$ cat src/rtl/flash_ws_pkg.sv
// Package flash_ws_pkg
// Shared constants and the wait-total function of the flash wait-state
// controller. Assumes a 4-bit programmed count and a 4-bit access time.
package flash_ws_pkg;
    localparam int WS_W        = 4;             // programmed count / access time width
    localparam int CNT_W       = WS_W + 1;      // holds up to 1 + 15 + 3
    localparam int AUTO_MARGIN = 1;             // margin clock in automatic mode
    localparam int AUTO_FIXED  = 2;             // fixed clocks in automatic mode
    // control word bit positions
    localparam int B_ARB   = 0;
    localparam int B_ADDR  = 1;
    localparam int B_AUTO  = 2;
    localparam int B_FWS   = 3;
    localparam int B_BUFWS = B_FWS + WS_W;

    // Total wait cycles for one access under the given settings.
    function automatic logic [CNT_W-1:0] total_wait(
        input logic            addr_ws,
        input logic            auto_ws,
        input logic [WS_W-1:0] fws,
        input logic [WS_W-1:0] tacc
    );
        logic [CNT_W-1:0] base;
        base = auto_ws ? (CNT_W'(tacc) + CNT_W'(AUTO_MARGIN + AUTO_FIXED))
                       : CNT_W'(fws);
        return base + CNT_W'(addr_ws);
    endfunction
endpackage

$ cat src/rtl/fws_cfg_reg.sv
// Module fws_cfg_reg
// Control register of the wait-state controller. Holds the arbitration
// select, address wait enable, automatic wait enable, programmed count and
// per-port buffer wait policy. Resets with only automatic wait set.
module fws_cfg_reg
    import flash_ws_pkg::*;
#(
    parameter int NUM_PORTS = 3,
    localparam int CFG_W    = B_BUFWS + NUM_PORTS
)(
    input  logic                 clk,
    input  logic                 rst_n,
    input  logic                 we,
    input  logic [CFG_W-1:0]     wdata,
    output logic                 arb_fixed,
    output logic                 addr_ws,
    output logic                 auto_ws,
    output logic [WS_W-1:0]      fws,
    output logic [NUM_PORTS-1:0] buf_ws
);
    // Register update: reset value, then software writes.
    always_ff @(posedge clk) begin
        if (!rst_n) begin
            arb_fixed <= 1'b0;
            addr_ws   <= 1'b0;
            auto_ws   <= 1'b1;
            fws       <= '0;
            buf_ws    <= '0;
        end else if (we) begin
            arb_fixed <= wdata[B_ARB];
            addr_ws   <= wdata[B_ADDR];
            auto_ws   <= wdata[B_AUTO];
            fws       <= wdata[B_FWS +: WS_W];
            buf_ws    <= wdata[B_BUFWS +: NUM_PORTS];
        end
    end

    // first cycle after reset shows the reset values
    assert_reset_value_R1: assert property (@(posedge clk)
        !rst_n |=> (auto_ws && !addr_ws && !arb_fixed && fws == '0 && buf_ws == '0));
endmodule

$ cat src/rtl/fws_wait_counter.sv
// Module fws_wait_counter
// Down counter for one access. A start while idle loads the wait total;
// done is high in the single cycle the count reaches zero, after which
// the counter goes idle. Assumes start is only raised while idle.
module fws_wait_counter
    import flash_ws_pkg::*;
(
    input  logic             clk,
    input  logic             rst_n,
    input  logic             start,
    input  logic [CNT_W-1:0] load,
    output logic             busy,
    output logic             done
);
    logic [CNT_W-1:0] cnt_q;

    // Count state: load on start, count down while busy, release at zero.
    always_ff @(posedge clk) begin
        if (!rst_n) begin
            busy  <= 1'b0;
            cnt_q <= '0;
        end else if (!busy) begin
            if (start) begin
                busy  <= 1'b1;
                cnt_q <= load;
            end
        end else if (cnt_q == '0) begin
            busy <= 1'b0;
        end else begin
            cnt_q <= cnt_q - 1'b1;
        end
    end

    // Completion flag for the current access.
    always_comb done = busy && (cnt_q == '0);

    // every counted cycle removes exactly one wait
    assert_count_down_R2: assert property (@(posedge clk) disable iff (!rst_n)
        (busy && cnt_q != '0) |=> (busy && cnt_q == $past(cnt_q) - 1'b1));
    // completion lasts a single cycle
    assert_done_single_R10: assert property (@(posedge clk) disable iff (!rst_n)
        done |=> !done);
    // a started count is not reloaded mid-access
    assert_start_idle_R11: assert property (@(posedge clk) disable iff (!rst_n)
        (!busy && start) |=> (busy && cnt_q == $past(load)));
endmodule

$ cat src/rtl/fws_arbiter.sv
// Module fws_arbiter
// Picks one eligible port for the flash. Fixed mode prefers the lowest
// index; round-robin mode searches from the port after the last completed
// one. The pointer moves only when a flash access completes.
module fws_arbiter #(
    parameter int NUM_PORTS = 3,
    localparam int IDX_W    = (NUM_PORTS > 1) ? $clog2(NUM_PORTS) : 1
)(
    input  logic                 clk,
    input  logic                 rst_n,
    input  logic [NUM_PORTS-1:0] elig,
    input  logic                 fixed,
    input  logic                 advance,
    input  logic [IDX_W-1:0]     adv_idx,
    output logic                 gnt_valid,
    output logic [IDX_W-1:0]     gnt_idx
);
    logic [IDX_W-1:0] ptr_q;

    // Winner selection: scan from the farthest candidate so the nearest wins.
    always_comb begin
        int j;
        gnt_valid = 1'b0;
        gnt_idx   = '0;
        for (int k = NUM_PORTS - 1; k >= 0; k--) begin
            j = fixed ? k : (int'(ptr_q) + k);
            if (j >= NUM_PORTS) j = j - NUM_PORTS;
            if (elig[j]) begin
                gnt_valid = 1'b1;
                gnt_idx   = IDX_W'(j);
            end
        end
    end

    // Round-robin pointer: moves past the port whose access just completed.
    always_ff @(posedge clk) begin
        if (!rst_n)
            ptr_q <= '0;
        else if (advance)
            ptr_q <= (int'(adv_idx) == NUM_PORTS - 1) ? '0 : adv_idx + 1'b1;
    end

    // pointer holds between completions
    assert_ptr_hold_R8: assert property (@(posedge clk) disable iff (!rst_n)
        !advance |=> $stable(ptr_q));
    // in fixed mode a requesting port 0 always wins
    assert_fixed_top_R9: assert property (@(posedge clk) disable iff (!rst_n)
        (fixed && elig[0]) |-> (gnt_valid && gnt_idx == '0));
    // a grant is only issued to an eligible port
    assert_grant_elig_R8: assert property (@(posedge clk) disable iff (!rst_n)
        gnt_valid |-> elig[gnt_idx]);
endmodule

$ cat src/rtl/flash_ws_ctrl.sv
// Module flash_ws_ctrl
// Multi-port flash wait-state controller. Flash misses are arbitrated to
// one flash read at a time, counted for the configured wait, and returned
// with a one-cycle ready. Buffer hits run on a per-port timer outside the
// arbiter. Assumes each port holds req, addr and buf_hit until its ready.
module flash_ws_ctrl
    import flash_ws_pkg::*;
#(
    parameter int NUM_PORTS = 3,
    parameter int ADDR_W    = 16,
    parameter int DATA_W    = 32,
    localparam int CFG_W    = B_BUFWS + NUM_PORTS,
    localparam int IDX_W    = (NUM_PORTS > 1) ? $clog2(NUM_PORTS) : 1
)(
    input  logic                        clk,
    input  logic                        rst_n,
    input  logic                        cfg_we,
    input  logic [CFG_W-1:0]            cfg_wdata,
    input  logic [WS_W-1:0]             tacc_clk,
    input  logic [NUM_PORTS-1:0]        req,
    input  logic [NUM_PORTS*ADDR_W-1:0] addr,
    input  logic [NUM_PORTS-1:0]        buf_hit,
    input  logic [NUM_PORTS*DATA_W-1:0] buf_rdata,
    output logic                        fl_rd,
    output logic [ADDR_W-1:0]           fl_addr,
    input  logic [DATA_W-1:0]           fl_rdata,
    output logic [NUM_PORTS-1:0]        rdy,
    output logic [NUM_PORTS*DATA_W-1:0] rdata
);
    logic                 arb_fixed, addr_ws, auto_ws;
    logic [WS_W-1:0]      fws;
    logic [NUM_PORTS-1:0] buf_ws;
    logic [CNT_W-1:0]     wait_total;
    logic [NUM_PORTS-1:0] elig, hit_busy, hit_done, flash_rdy;
    logic                 gnt_valid, fl_start, fl_busy, fl_done;
    logic [IDX_W-1:0]     gnt_idx, gidx_q;
    logic [ADDR_W-1:0]    addr_q;

    fws_cfg_reg #(.NUM_PORTS(NUM_PORTS)) u_cfg (
        .clk(clk), .rst_n(rst_n), .we(cfg_we), .wdata(cfg_wdata),
        .arb_fixed(arb_fixed), .addr_ws(addr_ws), .auto_ws(auto_ws),
        .fws(fws), .buf_ws(buf_ws)
    );

    // Wait total under the current settings, sampled by whichever access starts.
    always_comb wait_total = total_wait(addr_ws, auto_ws, fws, tacc_clk);

    // Flash eligibility: a miss request from a port with no buffer timer running.
    always_comb elig = req & ~buf_hit & ~hit_busy;

    fws_arbiter #(.NUM_PORTS(NUM_PORTS)) u_arb (
        .clk(clk), .rst_n(rst_n), .elig(elig), .fixed(arb_fixed),
        .advance(fl_done), .adv_idx(gidx_q),
        .gnt_valid(gnt_valid), .gnt_idx(gnt_idx)
    );

    // Flash start: a grant while no flash access is in flight.
    always_comb fl_start = gnt_valid && !fl_busy;

    fws_wait_counter u_fl_cnt (
        .clk(clk), .rst_n(rst_n), .start(fl_start), .load(wait_total),
        .busy(fl_busy), .done(fl_done)
    );

    // Access capture: granted port and its address, held for the access.
    always_ff @(posedge clk) begin
        if (!rst_n) begin
            gidx_q <= '0;
            addr_q <= '0;
        end else if (fl_start) begin
            gidx_q <= gnt_idx;
            addr_q <= addr[int'(gnt_idx)*ADDR_W +: ADDR_W];
        end
    end

    // Flash interface drive.
    always_comb begin
        fl_rd   = fl_busy;
        fl_addr = addr_q;
    end

    for (genvar i = 0; i < NUM_PORTS; i++) begin : g_port
        logic             hit_start;
        logic [CNT_W-1:0] hit_load;

        // Buffer start: a hit request on a port not holding the flash.
        always_comb begin
            hit_start = req[i] && buf_hit[i] && !hit_busy[i]
                        && !(fl_busy && int'(gidx_q) == i);
            hit_load  = buf_ws[i] ? wait_total : '0;
        end

        fws_wait_counter u_hit_cnt (
            .clk(clk), .rst_n(rst_n), .start(hit_start), .load(hit_load),
            .busy(hit_busy[i]), .done(hit_done[i])
        );

        // Port return: flash completion for this port or its buffer timer.
        always_comb begin
            flash_rdy[i] = fl_done && (int'(gidx_q) == i);
            rdy[i]       = flash_rdy[i] || hit_done[i];
            rdata[i*DATA_W +: DATA_W] = flash_rdy[i] ? fl_rdata
                                      : hit_done[i]  ? buf_rdata[i*DATA_W +: DATA_W]
                                      : '0;
        end

        // zero-wait hit completes in the cycle after it starts
        assert_hit_zero_R5: assert property (@(posedge clk) disable iff (!rst_n)
            (hit_start && !buf_ws[i]) |=> hit_done[i]);
        // flash and buffer never answer the same port together
        assert_src_excl_R7: assert property (@(posedge clk) disable iff (!rst_n)
            !(flash_rdy[i] && hit_done[i]));
    end

    // at most one flash ready at a time
    assert_one_flash_R10: assert property (@(posedge clk) disable iff (!rst_n)
        $onehot0(flash_rdy));
    // port and address stay fixed while an access is counted
    assert_hold_access_R11: assert property (@(posedge clk) disable iff (!rst_n)
        (fl_busy && !fl_done) |=> ($stable(gidx_q) && $stable(addr_q)));
    // no ready while held in reset
    assert_no_rdy_reset_R1: assert property (@(posedge clk)
        !rst_n |=> rdy == '0);
endmodule

$ cat config.mk
export PLATFORM = sky130hd
export DESIGN_NAME = flash_ws_ctrl
export DESIGN_NICKNAME = d
export VERILOG_FILES = /design/src/rtl/flash_ws_pkg.sv /design/src/rtl/fws_cfg_reg.sv /design/src/rtl/fws_wait_counter.sv /design/src/rtl/fws_arbiter.sv /design/src/rtl/flash_ws_ctrl.sv
export SDC_FILE = /design/constraint.sdc
export NUM_CORES = 1
export LEC_CHECK = 0
export ABC_AREA = 1
export BUFFER_PORTS_ARGS = -buffer_cell sky130_fd_sc_hd__buf_2
export CORE_AREA = 2 2 122 124
export DETAILED_ROUTE_END_ITERATION = 16
export DIE_AREA = 0 0 124 126
export PLACE_DENSITY = 0.64
export RECOVER_POWER = 25
export SLEW_MARGIN = 20
export SYNTH_ARGS = -nofsm -noshare
export SYNTH_HDL_FRONTEND = slang
export SYNTH_SLANG_ARGS = --single-unit
$ cat constraint.sdc
create_clock -name clk -period 2.1 [get_ports clk]
set_clock_uncertainty 0.15 [all_clocks]
set_input_delay 0.105 -clock clk [delete_from_list [all_inputs] [get_ports clk]]
set_output_delay 0.105 -clock clk [all_outputs]
set_load 0.01 [all_outputs]
==> impl_metrics.py <==
metrics = {
    "synth": {
        "synthesis.nets": 981,
        "yosysTopAreaCell": "dfxtp_1",
        "ys_seq_elements": 54,
        "seq_area_frac_synth_pct": 23.50,
        "synth_flop_cell": "dfxtp_1",
        "synth_area_um2": 4599,
        "synthCells": 771,
        "synth_edf_count": 0,
        "synth_top_area_share_pct": 23.50,
        "yosys-top-cells-area": "dfxtp_1, o21ai_0, nand3_1",
        "synth.yosys.warnings": 0,
        "synth_cell_types": 37,
        "ys_async_sr_fraction_pct": 0,
        "postSynthAreaPerCell_um2": 5.966,
    },
    "global_routing": {
        "antenna_found_initial": 0,
        "grt_max_degree": 41,
        "grt_pass1_wl_mm": 33.80,
        "grt.overflow.total": 0,
        "grt_use_total_pct": 27.78,
        "grt_pass1_vias": 6599,
    },
    "finish": {
        "insertedDiodeCount": 0,
        "instances_no_fill": 1375,
        "drive_gt1_share_pct": 57.01,
        "final_core_util_pct": 65.17,
        "multi_input_area_um2": 3999,
        "design_area_um2": 9328,
        "regArea_um2": 1092,
        "nets": 1400,
        "area_delta_synth_final_pct": 102.8,
        "nFillCells": 1200,
    },
    "timing": {
        "hold_viol_final": 1,
        "fin_crit_sh_pct": 109.7,
        "drv_slew": 0,
        "timing.fmax_mhz": 434.1,
        "worst_slack_ns": -0.2037,
        "maxSlewHeadroom_pct": 54.74,
        "worst_pin_slew_ns": 0.6782,
        "hold-worst-slack_ns": -0.004086,
        "setup_viol": 121,
        "fin_crit_ns": 2.304,
        "rsz0062_at_grt": "yes",
    },
    "floorplan": {
        "rows": 44,
        "start_util_pct": 32.13,
        "top_level_ports": 315,
        "dieArea_um2": 15620,
        "fp.dieW_um": 124,
        "coreArea_um2": 14310,
        "die_y_um": 126,
    },
    "critical_path": {
        "critPathMaxStageDelay_ns": 0.34,
        "endpoint_kind": "register",
        "critPathBufInv": 4,
        "crit_required_ns": 2.18,
        "crit_path_start": "u_arb.ptr_q[0]",
        "r2r-end": "fl_addr[3]",
        "rr_worst_depth": 18,
        "start_kind": "register",
        "crit_top_cell": "nand2_2",
        "cp_top_family": "simple AND/OR/NAND/NOR gates",
        "cp_max_fo": 5,
        "r2r_setup_slack_ns": -0.20,
        "rr_startpoint": "u_arb.ptr_q[0]",
        "critPathKind": "register to register",
        "arrival_ns": 2.39,
        "cpMaxStageDelayCell": "dfxtp_2",
        "crit_chain": "ha_4 > nand2_2 > inv_2 > ha_4 > inv_4 > nand2_4 > nand2_4 > nand2_4 > nor2_4 > nand2_2 > nand2_2 > nand2_2 > a21boi_4 > buf_6 > nand2_2 > nand2_2 > inv_2 > a21oi_2",
    },
    "worst_hold_path": {
        "whs_path_depth": 5,
        "hp-class": "input pin to register",
        "hold_start": "addr[34]",
        "min_to": "fl_addr[2]",
    },
    "routing": {
        "final_antenna_net_count": 0,
        "viasPerCell": 5.204,
        "routedWlPerCell_um": 18.06,
        "drc": 0,
        "drt_iter0_drc": 363,
        "wirelength_mm": 24.83,
        "routed-via-count": 7155,
        "first_pass_iters": 7,
    },
    "pwr": {
        "pwr-share-clk_pct": 11.7,
        "p_leak_nw": 4.661,
        "p_switching_mw": 3.860,
        "internal_power_mw": 4.548,
        "vdd_drop_max_mv": 0.5647,
        "pwr-share-comb_pct": 70.0,
        "switching_share_pct": 45.91,
        "seqPwrFrac_pct": 18.3,
        "powerDensity_nw_per_um2": 901.4,
    },
    "placement": {
        "place_congestion": 0.8383,
        "placed_area_um2": 6827,
        "place_inst": 1285,
        "dpl.hpwl_mm": 15.76,
        "io_buffer_count": 314,
        "pre_cts_ws_ns": -0.2740,
    },
    "clock_network": {
        "root_buffer": "clkbuf_16",
        "cts.clk_slew.worst_paths_ns": 0.08,
        "h-tree-depth": 2,
        "cts_tree": "built",
        "cts-buffers-inserted": 5,
        "clk_latency_ns": 0.29,
        "clk_path_buf_depth": 2,
        "clock_sinks": 54,
    },
    "status": {
        "outcome": "finished with violations",
        "violations": "hold timing, setup timing",
    },
    "job": {
        "drv_cap": 0,
    },
}
==> cell families after synthesis <==
kind of cell             count (synthesis)  share of synthesized area, %
AO/OA/AOI/OAI                          202                         23.34
buffers and inverters                  154                         13.17
adder cells (fa/ha/maj)                 11                         2.992
AND/OR/NAND/NOR                        340                         35.09
flip-flops                              54                         23.50
XOR/XNOR                                10                         1.904
==> worst reg2reg max path, cell delays in order, from the launching register on <==
cell and delay (ns):
dfxtp_2 0.34, ha_4 0.23, nand2_2 0.06, inv_2 0.04, ha_4 0.15, inv_4 0.07
nand2_4 0.05, nand2_4 0.06, nand2_4 0.06, nor2_4 0.10, nand2_2 0.09, nand2_2 0.08
nand2_2 0.07, a21boi_4 0.24, buf_6 0.17, nand2_2 0.06, nand2_2 0.06, inv_2 0.04
a21oi_2 0.11
==> what timing repair did <==
item | 4_1_cts | 5_1_grt
endpoints found under the hold margin | 17 | 0
setup buffers | 35 | 15
cloned | 13 | 4
setup endpoints to repair | 121 | 131
resized for setup | 312 | 123
hold buffers | 19 | 0
pin swaps | 42 | 31
==> cells in the final DEF, fill, tap and decap left out, drive strengths merged, types with 6 or more instances in the layout <==
master	Yosys	final
dfxtp	54	54
nand3	135	135
xor2	7	7
a21oi	34	34
clkbuf	27	12
nor3	6	6
o21ai	149	149
buf	17	428
nand2	141	142
ha	11	11
nor2	40	40
dlygate4sd3	0	18
inv	109	108
nand3b	11	11
==> power groups by stage <==
stage / Clock, mW / Combinational, mW / Sequential [mW]
6_report: 0.985 / 5.88 / 1.54
5_1_grt: 1.02 / 6.34 / 1.57
4_1_cts: 0.982 / 5.10 / 1.51
3_5_place_dp: 0 / 3.78 / 1.50
3_3_place_gp: 0 / 3.74 / 1.50
2_1_floorplan: 0 / 2.22 / 1.56
==> cell type report <==
| cell class | count | share of cell area (%) |
|---|---|---|
| multi-input cells | 564 | 42.87 |
| well taps | 184 | 2.468 |
| clock inverters | 3 | 0.5231 |
| inverters | 110 | 4.789 |
| repair inverters | 1 | 0.1744 |
| clock buffers | 5 | 1.341 |
| flip-flops and latches | 54 | 11.71 |
| repair buffers | 454 | 36.12 |
==> per-layer routing <==
| layer | up-vias | routed length, um | GRT usage, % |
|---|---|---|---|
| li1 | 3433 | - | - |
| met1 | 3371 | 9609 | 33.57 |
| met3 | 51 | 1755 | 2.944 |
| met4 | 0 | 749 | 8.196 |
| met2 | 300 | 12710 | 51.07 |
| met5 | - | 0 | 0 |
==> stage by stage <==
stage	power (mW)	TNS [ns]	hold WS, ns
CTS	7.593	-13.84	0.0005631
global route	8.930	-26.13	0.01732
finish	8.408	-13.89	-0.004086
detailed placement	5.283	-4.997	0.1786
global placement	5.241	-3.642	0.1743
floorplan	3.783	-0.8489	0.07035
==> registers in the layout, indices dropped and copies added, names as in the netlist <==
signal                  cells
g_port.u_hit_cnt.cnt_q     15
u_fl_cnt.busy               1
u_cfg.auto_ws               1
u_arb.ptr_q                 2
u_cfg.fws                   4
gidx_q                      2
u_fl_cnt.cnt_q              5
fl_addr                    16
u_cfg.addr_ws               1
u_cfg.arb_fixed             1
u_cfg.buf_ws                3
g_port.u_hit_cnt.busy       3
==> cells in the mapped netlist (4+ instances only) <==
master and number:
nand2_2 12, nand2_1 126, buf_1 8, o21ai_0 143
a21oi_1 34, nand3_1 133, ha_1 11, or2_2 5
nand3b_1 11, buf_4 4, inv_2 5, nor3_1 5
buf_2 4, a221oi_1 5, nor2_1 35, inv_1 104
clkbuf_1 27, xor2_1 7, dfxtp_1 54, o21ai_1 5
a211oi_1 4
==> how the worst max path moves through the flow <==
| stage | end | cells past startpoint |
|---|---|---|
| 4_1_cts | rdata[52] | 13 |
| 6_report | fl_addr[3] | 18 |
| 5_1_grt | fl_addr[14] | 18 |
| 3_3_place_gp | fl_addr[8] | 19 |
| 2_1_floorplan | fl_addr[10] | 20 |
| 3_5_place_dp | fl_addr[7] | 19 |
(Power assumes the default switching activity.)
